**src/rtl/dhp_pkg.sv**
```systemverilog
// Shared definitions for the display host port.
// Assumes: byte-wide data split into two equal nibbles in narrow mode.
package dhp_pkg;

    // Strap encoding of the strobe style
    typedef enum logic {
        STYLE_SPLIT_STROBE = 1'b0,
        STYLE_DIR_ENABLE   = 1'b1
    } bus_style_e;

    // Bit positions inside the synchroniser bundle
    localparam int SB_CS = 0;
    localparam int SB_CD = 1;
    localparam int SB_WE = 2;
    localparam int SB_RD = 3;
    localparam int SB_DIN = 4;

endpackage

```
**src/rtl/dhp_sync.sv**
```systemverilog
// Two-flop synchroniser for a bundle of asynchronous host pins.
// Assumes: each bit is quasi-static relative to its strobe; RST_VAL gives the
// per-bit value held during reset.
module dhp_sync #(
    parameter int W = 8,
    parameter logic [W-1:0] RST_VAL = '0
) (
    input  logic         clk,
    input  logic         rst_n,
    input  logic [W-1:0] async_in,
    output logic [W-1:0] sync_out
);

    generate
        for (genvar b = 0; b < W; b++) begin : g_bit
            logic meta_q;
            logic sync_q;
            // Two-stage capture of one pin into the core domain
            always_ff @(posedge clk) begin
                if (!rst_n) begin
                    meta_q <= RST_VAL[b];
                    sync_q <= RST_VAL[b];
                end else begin
                    meta_q <= async_in[b];
                    sync_q <= meta_q;
                end
            end
            assign sync_out[b] = sync_q;
        end
    endgenerate

endmodule

```
**src/rtl/dhp_strobe_decode.sv**
```systemverilog
// Turns synchronised host pins into access levels and one-cycle completion
// pulses. Completion is the trailing edge of the strobe, qualified by chip
// select. Assumes: strobes are held at least three core clocks.
module dhp_strobe_decode
    import dhp_pkg::*;
(
    input  logic       clk,
    input  logic       rst_n,
    input  bus_style_e style,
    input  logic       cs_act,
    input  logic       we_pin,
    input  logic       rd_pin,
    output logic       wr_lvl,
    output logic       rd_lvl,
    output logic       wr_done,
    output logic       rd_done
);

    logic wr_prev, rd_prev;
    logic wr_idle_seen, rd_idle_seen;

    // Level decode for both strobe styles
    always_comb begin
        if (style == STYLE_DIR_ENABLE) begin
            wr_lvl = rd_pin & ~we_pin;
            rd_lvl = rd_pin & we_pin;
        end else begin
            wr_lvl = ~we_pin;
            rd_lvl = ~rd_pin;
        end
    end

    // Previous levels; an edge counts only once an idle level has been seen
    always_ff @(posedge clk) begin
        if (!rst_n) begin
            wr_prev      <= 1'b0;
            rd_prev      <= 1'b0;
            wr_idle_seen <= 1'b0;
            rd_idle_seen <= 1'b0;
        end else begin
            wr_idle_seen <= wr_idle_seen | ~wr_lvl;
            rd_idle_seen <= rd_idle_seen | ~rd_lvl;
            wr_prev      <= wr_lvl & wr_idle_seen;
            rd_prev      <= rd_lvl & rd_idle_seen;
        end
    end

    assign wr_done = wr_prev & ~wr_lvl & cs_act;
    assign rd_done = rd_prev & ~rd_lvl & cs_act;

    assert_done_excl_R3: assert property (@(posedge clk) disable iff (!rst_n)
        !(wr_done && rd_done));

endmodule

```
**src/rtl/dhp_nibble.sv**
```systemverilog
// Nibble phase tracking and byte assembly. In byte mode every access is a
// whole byte. In nibble mode accesses alternate high/low; the phase returns
// to high on chip-select loss or on any command/data change while selected.
module dhp_nibble #(
    parameter int DW = 8,
    parameter int HALF = DW / 2
) (
    input  logic          clk,
    input  logic          rst_n,
    input  logic          narrow,
    input  logic          cs_act,
    input  logic          cd,
    input  logic          wr_done,
    input  logic          rd_done,
    input  logic [DW-1:0] din,
    output logic          phase_lo,
    output logic [DW-1:0] wbyte,
    output logic          wbyte_done,
    output logic          rbyte_done
);

    logic            cd_prev;
    logic [HALF-1:0] hi_nib;

    // Phase register with resynchronisation
    always_ff @(posedge clk) begin
        if (!rst_n) begin
            phase_lo <= 1'b0;
            cd_prev  <= 1'b1;
        end else begin
            cd_prev <= cd;
            if (!cs_act || !narrow)
                phase_lo <= 1'b0;
            else if (cd != cd_prev)
                phase_lo <= 1'b0;
            else if (wr_done || rd_done)
                phase_lo <= ~phase_lo;
        end
    end

    // Hold the high nibble until the low one arrives
    always_ff @(posedge clk) begin
        if (!rst_n)
            hi_nib <= '0;
        else if (narrow && wr_done && !phase_lo)
            hi_nib <= din[HALF-1:0];
    end

    assign wbyte      = narrow ? {hi_nib, din[HALF-1:0]} : din;
    assign wbyte_done = wr_done & (~narrow | phase_lo);
    assign rbyte_done = rd_done & (~narrow | phase_lo);

    assert_phase_idle_R10: assert property (@(posedge clk) disable iff (!rst_n)
        !cs_act |=> !phase_lo);

    assert_phase_resync_R9: assert property (@(posedge clk) disable iff (!rst_n)
        (cs_act && (cd != $past(cd))) |=> !phase_lo);

endmodule

```
**src/rtl/dhp_colpipe.sv**
```systemverilog
// Column pointer, RAM write port and two-stage read pipeline. Stage one is
// the synchronous RAM read; stage two is the prefetch register the host
// reads. A load or a write marks the prefetch stale, so the next read is a
// throw-away read that only refills it. Assumes: loaded columns are < COLS.
module dhp_colpipe #(
    parameter int COLS = 104,
    parameter int DW = 8,
    parameter int AW = $clog2(COLS)
) (
    input  logic          clk,
    input  logic          rst_n,
    input  logic          addr_set,
    input  logic [AW-1:0] addr_col,
    input  logic          data_wr,
    input  logic [DW-1:0] wbyte,
    input  logic          data_rd,
    input  logic [DW-1:0] ram_rdata,
    output logic          ram_we,
    output logic          ram_re,
    output logic [AW-1:0] ram_addr,
    output logic [DW-1:0] ram_wdata,
    output logic [DW-1:0] prefetch
);

    localparam logic [AW-1:0] LAST_COL = AW'(COLS - 1);

    logic [AW-1:0] col, waddr_q, col_next;
    logic          stale, fetch_d;

    assign col_next = (col == LAST_COL) ? '0 : col + 1'b1;

    // Column pointer and stale-prefetch flag; a load has priority
    always_ff @(posedge clk) begin
        if (!rst_n) begin
            col   <= '0;
            stale <= 1'b1;
        end else if (addr_set) begin
            col   <= addr_col;
            stale <= 1'b1;
        end else if (data_wr) begin
            col   <= col_next;
            stale <= 1'b1;
        end else if (data_rd) begin
            if (stale)
                stale <= 1'b0;
            else
                col <= col_next;
        end
    end

    // Write port: capture byte and column of the completed write
    always_ff @(posedge clk) begin
        if (!rst_n) begin
            ram_we    <= 1'b0;
            waddr_q   <= '0;
            ram_wdata <= '0;
        end else begin
            ram_we <= data_wr;
            if (data_wr) begin
                waddr_q   <= col;
                ram_wdata <= wbyte;
            end
        end
    end

    // Read pipeline: request after each read, load prefetch a cycle later
    always_ff @(posedge clk) begin
        if (!rst_n) begin
            ram_re   <= 1'b0;
            fetch_d  <= 1'b0;
            prefetch <= '0;
        end else begin
            ram_re  <= data_rd;
            fetch_d <= ram_re;
            if (fetch_d)
                prefetch <= ram_rdata;
        end
    end

    assign ram_addr = ram_we ? waddr_q : col;

    assert_wrap_R7: assert property (@(posedge clk) disable iff (!rst_n)
        (!addr_set && data_wr && col == LAST_COL) |=> (col == '0));

    assert_load_stale_R12: assert property (@(posedge clk) disable iff (!rst_n)
        addr_set |=> (stale && col == $past(addr_col)));

    assert_we_single_R5: assert property (@(posedge clk) disable iff (!rst_n)
        ram_we |=> !ram_we);

endmodule

```
**src/rtl/disp_host_port.sv**
```systemverilog
// Parallel host bus front end of a display controller. Synchronises the
// host pins, decodes the strobe style, assembles nibbles and routes each
// completed access to the command strobe, the status path or the display
// RAM. Assumes: straps are static; strobes last three or more core clocks.
module disp_host_port
    import dhp_pkg::*;
#(
    parameter int COLS = 104,
    parameter int DW = 8,
    parameter int AW = $clog2(COLS)
) (
    input  logic          clk,
    input  logic          rst_n,
    input  logic          bus_style,
    input  logic          narrow,
    input  logic          cs_n,
    input  logic          cd,
    input  logic          we_rw,
    input  logic          rd_en,
    input  logic [DW-1:0] din,
    output logic [DW-1:0] dout,
    output logic          dout_oe,
    input  logic [DW-1:0] status_in,
    input  logic          addr_set,
    input  logic [AW-1:0] addr_col,
    output logic          cmd_we,
    output logic [DW-1:0] cmd_data,
    output logic          ram_we,
    output logic          ram_re,
    output logic [AW-1:0] ram_addr,
    output logic [DW-1:0] ram_wdata,
    input  logic [DW-1:0] ram_rdata
);

    localparam int HALF = DW / 2;
    localparam int SW = SB_DIN + DW;
    localparam logic [SW-1:0] SYNC_RST = {{DW{1'b0}}, 4'b1111};

    logic [SW-1:0] raw_bus, sync_bus;
    logic          cs_act, cd_s;
    logic          wr_lvl, rd_lvl, wr_done, rd_done;
    logic          phase_lo, wbyte_done, rbyte_done;
    logic [DW-1:0] wbyte, prefetch, rsel;
    bus_style_e    style;

    assign raw_bus = {din, rd_en, we_rw, cd, cs_n};
    assign style   = bus_style_e'(bus_style);

    dhp_sync #(.W(SW), .RST_VAL(SYNC_RST)) u_sync (
        .clk      (clk),
        .rst_n    (rst_n),
        .async_in (raw_bus),
        .sync_out (sync_bus)
    );

    assign cs_act = ~sync_bus[SB_CS];
    assign cd_s   = sync_bus[SB_CD];

    dhp_strobe_decode u_strobe (
        .clk     (clk),
        .rst_n   (rst_n),
        .style   (style),
        .cs_act  (cs_act),
        .we_pin  (sync_bus[SB_WE]),
        .rd_pin  (sync_bus[SB_RD]),
        .wr_lvl  (wr_lvl),
        .rd_lvl  (rd_lvl),
        .wr_done (wr_done),
        .rd_done (rd_done)
    );

    dhp_nibble #(.DW(DW)) u_nibble (
        .clk        (clk),
        .rst_n      (rst_n),
        .narrow     (narrow),
        .cs_act     (cs_act),
        .cd         (cd_s),
        .wr_done    (wr_done),
        .rd_done    (rd_done),
        .din        (sync_bus[SW-1:SB_DIN]),
        .phase_lo   (phase_lo),
        .wbyte      (wbyte),
        .wbyte_done (wbyte_done),
        .rbyte_done (rbyte_done)
    );

    dhp_colpipe #(.COLS(COLS), .DW(DW), .AW(AW)) u_colpipe (
        .clk       (clk),
        .rst_n     (rst_n),
        .addr_set  (addr_set),
        .addr_col  (addr_col),
        .data_wr   (wbyte_done & cd_s),
        .wbyte     (wbyte),
        .data_rd   (rbyte_done & cd_s),
        .ram_rdata (ram_rdata),
        .ram_we    (ram_we),
        .ram_re    (ram_re),
        .ram_addr  (ram_addr),
        .ram_wdata (ram_wdata),
        .prefetch  (prefetch)
    );

    // Command strobe for completed writes with cd low
    always_ff @(posedge clk) begin
        if (!rst_n) begin
            cmd_we   <= 1'b0;
            cmd_data <= '0;
        end else begin
            cmd_we <= wbyte_done & ~cd_s;
            if (wbyte_done && !cd_s)
                cmd_data <= wbyte;
        end
    end

    // Read data selection and nibble split
    always_comb begin
        rsel = cd_s ? prefetch : status_in;
        if (narrow)
            dout = {{(DW - HALF){1'b0}}, phase_lo ? rsel[HALF-1:0] : rsel[DW-1:HALF]};
        else
            dout = rsel;
    end

    assign dout_oe = cs_act & rd_lvl;

    assert_cmd_single_R2: assert property (@(posedge clk) disable iff (!rst_n)
        cmd_we |=> !cmd_we);

    assert_we_cmd_excl_R5: assert property (@(posedge clk) disable iff (!rst_n)
        !(cmd_we && ram_we));

    assert_oe_needs_sel_R4: assert property (@(posedge clk) disable iff (!rst_n)
        $past(cs_n) && cs_n |-> !dout_oe);

endmodule

```
**config.mk**
```make
export PLATFORM = sky130hd
export DESIGN_NAME = disp_host_port
export DESIGN_NICKNAME = d
export VERILOG_FILES = /design/src/rtl/dhp_pkg.sv /design/src/rtl/dhp_sync.sv /design/src/rtl/dhp_strobe_decode.sv /design/src/rtl/dhp_nibble.sv /design/src/rtl/dhp_colpipe.sv /design/src/rtl/disp_host_port.sv
export SDC_FILE = /design/constraint.sdc
export NUM_CORES = 1
export LEC_CHECK = 0
export BUFFER_PORTS_ARGS = -buffer_cell sky130_fd_sc_hd__clkbuf_2
export CAP_MARGIN = 20
export CORE_ASPECT_RATIO = 1.2
export CORE_MARGIN = 2
export CORE_UTILIZATION = 25
export DETAILED_ROUTE_END_ITERATION = 12
export PLACE_DENSITY = 0.49
export SETUP_SLACK_MARGIN = 0.15
export SLEW_MARGIN = 0
export SYNTH_ARGS = -nofsm -noshare
export SYNTH_HDL_FRONTEND = slang
export SYNTH_SLANG_ARGS = --single-unit
```
**constraint.sdc**
```tcl
create_clock -name clk -period 3.8 [get_ports clk]
set_input_delay 0.57 -clock clk [delete_from_list [all_inputs] [get_ports clk]]
set_output_delay 0.57 -clock clk [all_outputs]
set_load 0.01 [all_outputs]
```
==> summary.txt, run 1 <==
Status
  – Status: complete, no violations

Global route
  – Global-route wire length before repair: 11.5 mm
  – Overall routing resource usage: 0.110
  – Total gr overflow: 0
  – Vias in the first global route: 2242
  – Largest net degree at the start of global routing: 50
  – Initial antenna violation count: 0

STA
  – Period utilization: 0.743
  – Final Skew: 4.44 ps
  – Slew @ Worst Pin: 1020 ps
  – RSZ-0062 raised after global routing: false
  – Setup violations, final: 0
  – Slew headroom: 0.313
  – Tmin final: 2820 ps
  – Total negative setup slack: 0 ps
  – Achievable Freq: 354 MHz
  – Fin. Hold Viols: 0
  – Slew Viols, Final: 0

Clocking
  – Clk buf depth: 2
  – Clock sink count: 77
  – Clk pin slew, worst setup/hold paths: 50 ps
  – Number of hold buffers added after CTS: 0
  – PostCTS Resize Cnt: 0
  – H-Tree Depth: 3
  – Skew-Pair Late Insertion Delay: 330 ps
  – CTS tree: built
  – CTS Buf Count: 9
  – CTS root buf: clkbuf_16
  – Post-CTS setup buffers: 0

Logic synthesis
  – Syn avg cell area: 10.0 um2
  – Synth unique cells: 46
  – Number of flops mapped to enable cells by yosys: 0
  – Synthesized instance count: 312
  – Yosys reg bits: 77
  – Ys Warns: 0
  – Register area share after synthesis: 0.492
  – Async SR Flop Fraction: 0
  – Mapped Nets: 353
  – Mapped Area: 3130 um2
  – Ys flop type: dfxtp_1

Pwr
  – Leakage: 1.67 nW
  – Final Power: 1.74 mW
  – Peak VDD IR: 0.000171 V
  – Power Density: 445 nW/um2

Drt
  – Post-route ant nets: 0
  – Starting DRC count in detailed routing: 51
  – Drt pass-1 iters: 4
  – Post-DR wirelength/cell: 13.3 um
  – Vias: 2298
  – Via-to-Cell Ratio: 4.24
  – Final routed DRC violation total: 0
  – Total Routed Length: 7.18 mm

Worst setup path
  – Arrival time worst endpoint: 2250 ps
  – CP Cell Sequence: clkbuf_2 -> nor2b_1 -> buf_4 -> mux4_2 -> clkbuf_2
  – Worst-case reg-to-reg path depth: 4
  – Worst setup path class: in2out
  – CP Max Fanout: 10
  – Kind of end point of the critical path: output pin
  – Critical Path Most Common Cell: clkbuf_2
  – Largest stage delay on the critical path: 510 ps
  – Crit path from: narrow
  – CP required: 3230 ps
  – R2R Path End: u_colpipe.ram_wdata[4]
  – Critical path startpoint category: input port
  – R2r startpoint: u_sync.g_bit[1].sync_q
  – FF-to-FF setup slack: 1520 ps
  – Critical Path End: dout[3]
  – Slowest CP cell: mux4_2

Finish
  – Post-layout instance area: 3900 um2
  – Antenna diode count: 0
  – Multi-input logic area: 1490 um2
  – Share of cells above drive strength 1: 0.283
  – Register area: 1540 um2
  – Area grow syn2layout: 24.5%
  – Layout fillers: 1268
  – Nets: 418

Die
  – Top Ports: 75
  – Die ar.: 13400 um2
  – Die width: 106 um
  – Core footprint: 12200 um2
  – Die height: 127 um
  – # rows: 44
  – Starting Density: 0.257

Place
  – RD Place Congestion: 0.711
  – Post-Place Cell Area: 3620 um2
  – Dpl hpwl: 5.16 mm
  – Buffers added on ports: 74

Job
  – Max-cap viol count: 0

Hold path
  – Hold crit path type: reg2reg
-- flip-flops by register name, indices dropped and copies added (netlist names), 4 cells and up --
signal and cells:
u_sync.g_bit.meta_q 12, u_sync.g_bit.sync_q 12, cmd_data 8, u_colpipe.prefetch 8, u_colpipe.ram_wdata 8, u_colpipe.col 7
u_colpipe.waddr_q 7, u_nibble.hi_nib 4
-- cell families after synthesis --
kind of cell | Yosys count | share of synthesized area
buf+inv | 23 | 0.0332
xor+xnor | 4 | 0.0112
simple gates | 127 | 0.218
fa+ha+maj | 1 | 0.00399
flops | 77 | 0.492
mux | 33 | 0.125
compound gates | 47 | 0.116
-- cell usage after synthesis, drive strengths merged, types with 2 or more instances --
library cell	count	area share
o211a	9	0.029
mux2	9	0.032
clkbuf	13	0.016
o21a	3	0.0076
o211ai	2	0.0048
nor3	3	0.0064
a211o	2	0.0060
buf	9	0.016
nor2	10	0.012
a21boi	16	0.038
mux4	4	0.029
and2	19	0.038
xor2	2	0.0056
o21ai	8	0.014
xnor2	2	0.0056
nand2b	13	0.026
nand3	10	0.016
and3	6	0.014
nor2b	17	0.034
o31ai	2	0.0048
nand2	42	0.050
a31oi	2	0.0040
mux2i	20	0.064
dfxtp	77	0.49
-- layout make-up --
type                            instances  share of cell area
Sequential cell                        77               0.396
Timing Repair Buffer                   76              0.0989
Clock inverter                          1             0.00128
Clock buffer                           14              0.0703
Multi-Input combinational cell        212               0.381
Tap cell                              161              0.0517
Inverter                                1            0.000963
-- critical path, delay by kind of cell --
family,cells,cell delay (ps)
buf+inv,3,690
mux,1,510
simple gates,1,490
-- cell usage in the layout, fill, tap and decap left out, drive strengths merged --
cell type  instances
nor2b             17
clkbuf            88
a21boi            16
clkinv             1
or2                1
nand4b             1
and2              19
mux2               9
nor2              10
a21oi              1
a31oi              2
o211ai             2
nor4               1
mux4               4
o21a               3
nand2             42
xor2               2
o211a              9
a41o               1
or4                1
inv                1
nand4bb            1
nor3               3
dfxtp             77
o31ai              2
nand3             10
mux2i             20
nand2b            13
nand4              1
buf                2
o31a               1
o21ai              8
and3               6
a211o              2
ha                 1
nand3b             1
xnor2              2
-- worst min-delay path by stage --
stage | startpoint | end | cells past startpoint | slack [ps]
final | u_sync.g_bit[1].meta_q | u_sync.g_bit[1].sync_q | 1 | 400
after global routing | u_sync.g_bit[3].meta_q | u_sync.g_bit[3].sync_q | 1 | 420
after CTS | u_sync.g_bit[1].meta_q | u_sync.g_bit[1].sync_q | 1 | 410
after detailed placement | u_sync.g_bit[1].meta_q | u_sync.g_bit[1].sync_q | 1 | 390
after global placement | u_sync.g_bit[3].meta_q | u_sync.g_bit[3].sync_q | 1 | 390
after floorplan | u_sync.g_bit[0].meta_q | u_sync.g_bit[0].sync_q | 1 | 390
-- stage by stage --
step	util	instances	setup WS [ps]	hold WS, ps
6_report	0.320	542	978	405
5_1_grt	0.320	542	869	420
4_1_cts	0.320	542	957	406
3_5_place_dp	0.297	527	935	394
3_3_place_gp	0.297	527	1040	393
2_1_floorplan	-	312	1600	386
-- power breakdown --
| part | switching (mW) | internal [mW] |
|---|---|---|
| clock | 0.301 | 0.491 |
| combinational | 0.0470 | 0.0518 |
| sequential | 0.0168 | 0.827 |
| total | 0.365 | 1.37 |
-- routing by layer --
| metal | share of wire | vias up | global-route usage |
|---|---|---|---|
| met1 | 0.45 | 1042 | 0.136 |
| li1 | - | 1192 | - |
| met3 | 0.050 | 11 | 0.0319 |
| met4 | 0.019 | 0 | 0.0534 |
| met5 | 0 | - | 0 |
| met2 | 0.48 | 53 | 0.176 |
No activity file was read; power rests on OpenSTA's default activity.
==> run 2: changes to the inputs <==
Settings changed: ABC_AREA set to 1.
Clock period 3.8 ns to 2.95 ns, I/O delays scaled along.
==> summary.txt, run 2 <==
Finish
  – Nets: 522 (+25%)
  – Antenna diode count: 0 (unchanged)
  – Top flop regs: u_sync.g_bit.meta_q x12, u_sync.g_bit.sync_q x12
  – Finished Core Util: 0.317 (-0.00285)
  – Most common cell after layout, fill and taps aside: nand2_1
  – Area grow syn2layout: 24.9%
  – Share of cells above drive strength 1: 0.253 (-0.0304)
  – Most frequent cells in the layout: 78 x nand2_1, 77 x dfxtp_1, 74 x clkbuf_2, 66 x nor2_1, 50 x inv_1

Die
  – Die width: 107 um (+0.92%)
  – Die height: 128 um (+0.92%)
  – Top Ports: 75 (unchanged)
  – Die ar.: 13700 um2 (+1.9%)
  – # rows: 45 (+2.3%)
  – Core footprint: 12600 um2 (+3.2%)
  – Starting Density: 0.254 (-0.00319)

Clocking
  – Clk buf depth: 2 (unchanged)
  – CTS Buf Count: 9 (unchanged)
  – CTS root buf: clkbuf_16
  – Number of hold buffers added after CTS: 0 (unchanged)
  – CTS tree: built
  – H-Tree Depth: 3 (unchanged)
  – Skew-Pair Late Insertion Delay: 330 ps (about the same)
  – Clk pin slew, worst setup/hold paths: 60 ps (about the same)
  – Clock sink count: 77 (unchanged)
  – PostCTS Resize Cnt: 0 (unchanged)
  – Post-CTS setup buffers: 0 (unchanged)

Worst setup path
  – CP Cell Sequence: inv_4 -> a21oi_4 -> nand2_1 -> o211ai_1 -> clkbuf_2
  – Critical path startpoint category: flop
  – Worst setup path class: reg2out
  – Arrival time worst endpoint: 1690 ps (-560 ps)
  – R2r startpoint: u_nibble.phase_lo
  – Slowest CP cell: dfxtp_1
  – Largest stage delay on the critical path: 610 ps (+100 ps)
  – Worst-case reg-to-reg path depth: 7 (+3)
  – CP required: 2510 ps (-720 ps)
  – FF-to-FF setup slack: 1290 ps (-230 ps)
  – Critical Path End: dout[0]
  – CP Max Fanout: 7 (-3)
  – R2R Path End: cmd_data[1]
  – Crit path from: u_sync.g_bit[1].sync_q
  – Kind of end point of the critical path: output pin

Drt
  – Drt pass-1 iters: 5 (+1)
  – Starting DRC count in detailed routing: 92 (+80%)
  – Vias: 2751 (+20%)
  – Via-to-Cell Ratio: 4.23 (-0.18%)
  – Post-route ant nets: 0 (unchanged)
  – Final routed DRC violation total: 0 (unchanged)
  – Total Routed Length: 7.53 mm (+4.8%)
  – Post-DR wirelength/cell: 11.6 um (-13%)

Pwr
  – Peak VDD IR: 0.000223 V (+30%)
  – Leakage: 1.97 nW (+18%)
  – Power Density: 581 nW/um2 (+31%)

Logic synthesis
  – Synth unique cells: 31 (-33%)
  – Cell taking the most area after synthesis: dfxtp_1
  – Ys Warns: 0 (unchanged)
  – Mapped Area: 3190 um2 (+1.9%)
  – Area share of the largest cell type after synthesis: 0.483 (-0.00926)
  – Number of flops mapped to enable cells by yosys: 0 (unchanged)
  – Yosys reg bits: 77 (unchanged)
  – Top-count cell post-synth: nand2_1
  – Async SR Flop Fraction: 0 (unchanged)
  – Synth cell count leaders: 78 x nand2_1, 77 x dfxtp_1, 66 x nor2_1, 50 x inv_1, 41 x o21ai_0
  – Ys flop type: dfxtp_1
  – Syn avg cell area: 7.80 um2 (-22%)
  – Register area share after synthesis: 0.483 (-0.00926)
  – Mapped Nets: 450 (+27%)
  – Synthesized instance count: 409 (+31%)
  – Largest cells by area after synthesis: dfxtp_1 48%, nand2_1 9.2%, nor2_1 7.8%, o21ai_0 6.4%, inv_1 5.9%

Status
  – Status: complete, no violations

Global route
  – Total gr overflow: 0 (unchanged)
  – Largest net degree at the start of global routing: 55 (+10%)
  – Overall routing resource usage: 0.114 (+0.00393)
  – Global-route wire length before repair: 12.2 mm (+6.5%)
  – Vias in the first global route: 2618 (+17%)
  – Initial antenna violation count: 0 (unchanged)

STA
  – Final Skew: 5.17 ps (+0.727 ps)
  – Slew @ Worst Pin: 644 ps (-381 ps)
  – Setup violations, final: 0 (unchanged)
  – Period utilization: 0.723
  – Slew Viols, Final: 0 (unchanged)
  – Fin. Hold Viols: 0 (unchanged)
  – RSZ-0062 raised after global routing: false
  – Slew headroom: 0.570 (+0.257)
  – Total negative setup slack: 0 ps (unchanged)
  – Achievable Freq: 469 MHz
  – Tmin final: 2130 ps
  – Hold_ws: 285 ps (-120 ps)

Place
  – RD Place Congestion: 0.808 (+14%)
  – Buffers added on ports: 74 (unchanged)
  – Dpl hpwl: 5.45 mm (+5.7%)

Job
  – Max-cap viol count: 0 (unchanged)

Hold path
  – Hold crit path type: in2reg
## run 2: cell count changes after synthesis, sizes merged, moves of 13 or more
cell / change
o21ai: +34
mux2i: -16
nand2b: -13
nor2b: -17
a21oi: +13
nand2: +42
and2: -19
nor2: +62
inv: +50
a21boi: -16
## run 2: critical path, delay by kind of cell (launching register included)
family | cells | cell delay [ps]
flip-flops | 1 | 610
buffers and inverters | 2 | 240
AO/OA/AOI/OAI | 2 | 420
AND/OR/NAND/NOR | 1 | 100
## run 2: cell families (layout without fill, tap and decap cells)
group	Yosys count	in the layout	share of synthesized area
flops	77	77	0.483
simple gates	190	190	0.276
compound gates	70	70	0.133
buf+inv	66	143	0.0882
mux	4	4	0.0125
xor+xnor	1	1	0.00274
fa+ha+maj	1	1	0.00392
## run 2: routing by layer
layer	vias to the layer above	track usage	routed length, um
met5	-	0	0
met4	0	0.0504	143
met3	13	0.0356	420
met2	60	0.191	3520
met1	1236	0.134	3440
li1	1442	-	-
## run 2: report_power, final
part / total (mW) / internal, mW / switching, mW / leakage [nW]
combinational: 0.162 / 0.0633 / 0.0982 / 1.19
clock: 1.07 / 0.649 / 0.423 / 0.145
sequential: 1.08 / 1.07 / 0.0170 / 0.628
## run 2: layout make-up
class	instances	area, um2
repair buffers	76	385
clock buffers	9	225
flip-flops and latches	77	1540
fillers	1333	8570
well taps	164	205
multi-input cells	266	1370
inverters	51	194
clock inverters	7	66.3
## run 2: worst min path at each step
stage / from / to / slack (ps) / cells past startpoint
floorplan: u_sync.g_bit[10].meta_q / u_sync.g_bit[10].sync_q / 390 / 2
global placement: u_sync.g_bit[4].meta_q / u_sync.g_bit[4].sync_q / 390 / 2
detailed placement: u_sync.g_bit[0].meta_q / u_sync.g_bit[0].sync_q / 400 / 1
CTS: din[4] / u_sync.g_bit[8].meta_q / 280 / 3
global route: cs_n / u_sync.g_bit[0].meta_q / 280 / 2
finish: din[4] / u_sync.g_bit[8].meta_q / 290 / 3
## run 2: per-stage QoR
stage          power (mW)  instance area (um2)  cells  worst slack, ps
2_1_floorplan        1.21                 3190    409             1560
3_3_place_gp         1.27                 3690    634             1040
3_5_place_dp         1.27                 3690    634              941
4_1_cts              2.35                 3990    650              789
5_1_grt              2.43                 3990    650              676
6_report             2.32                 3990    650              817
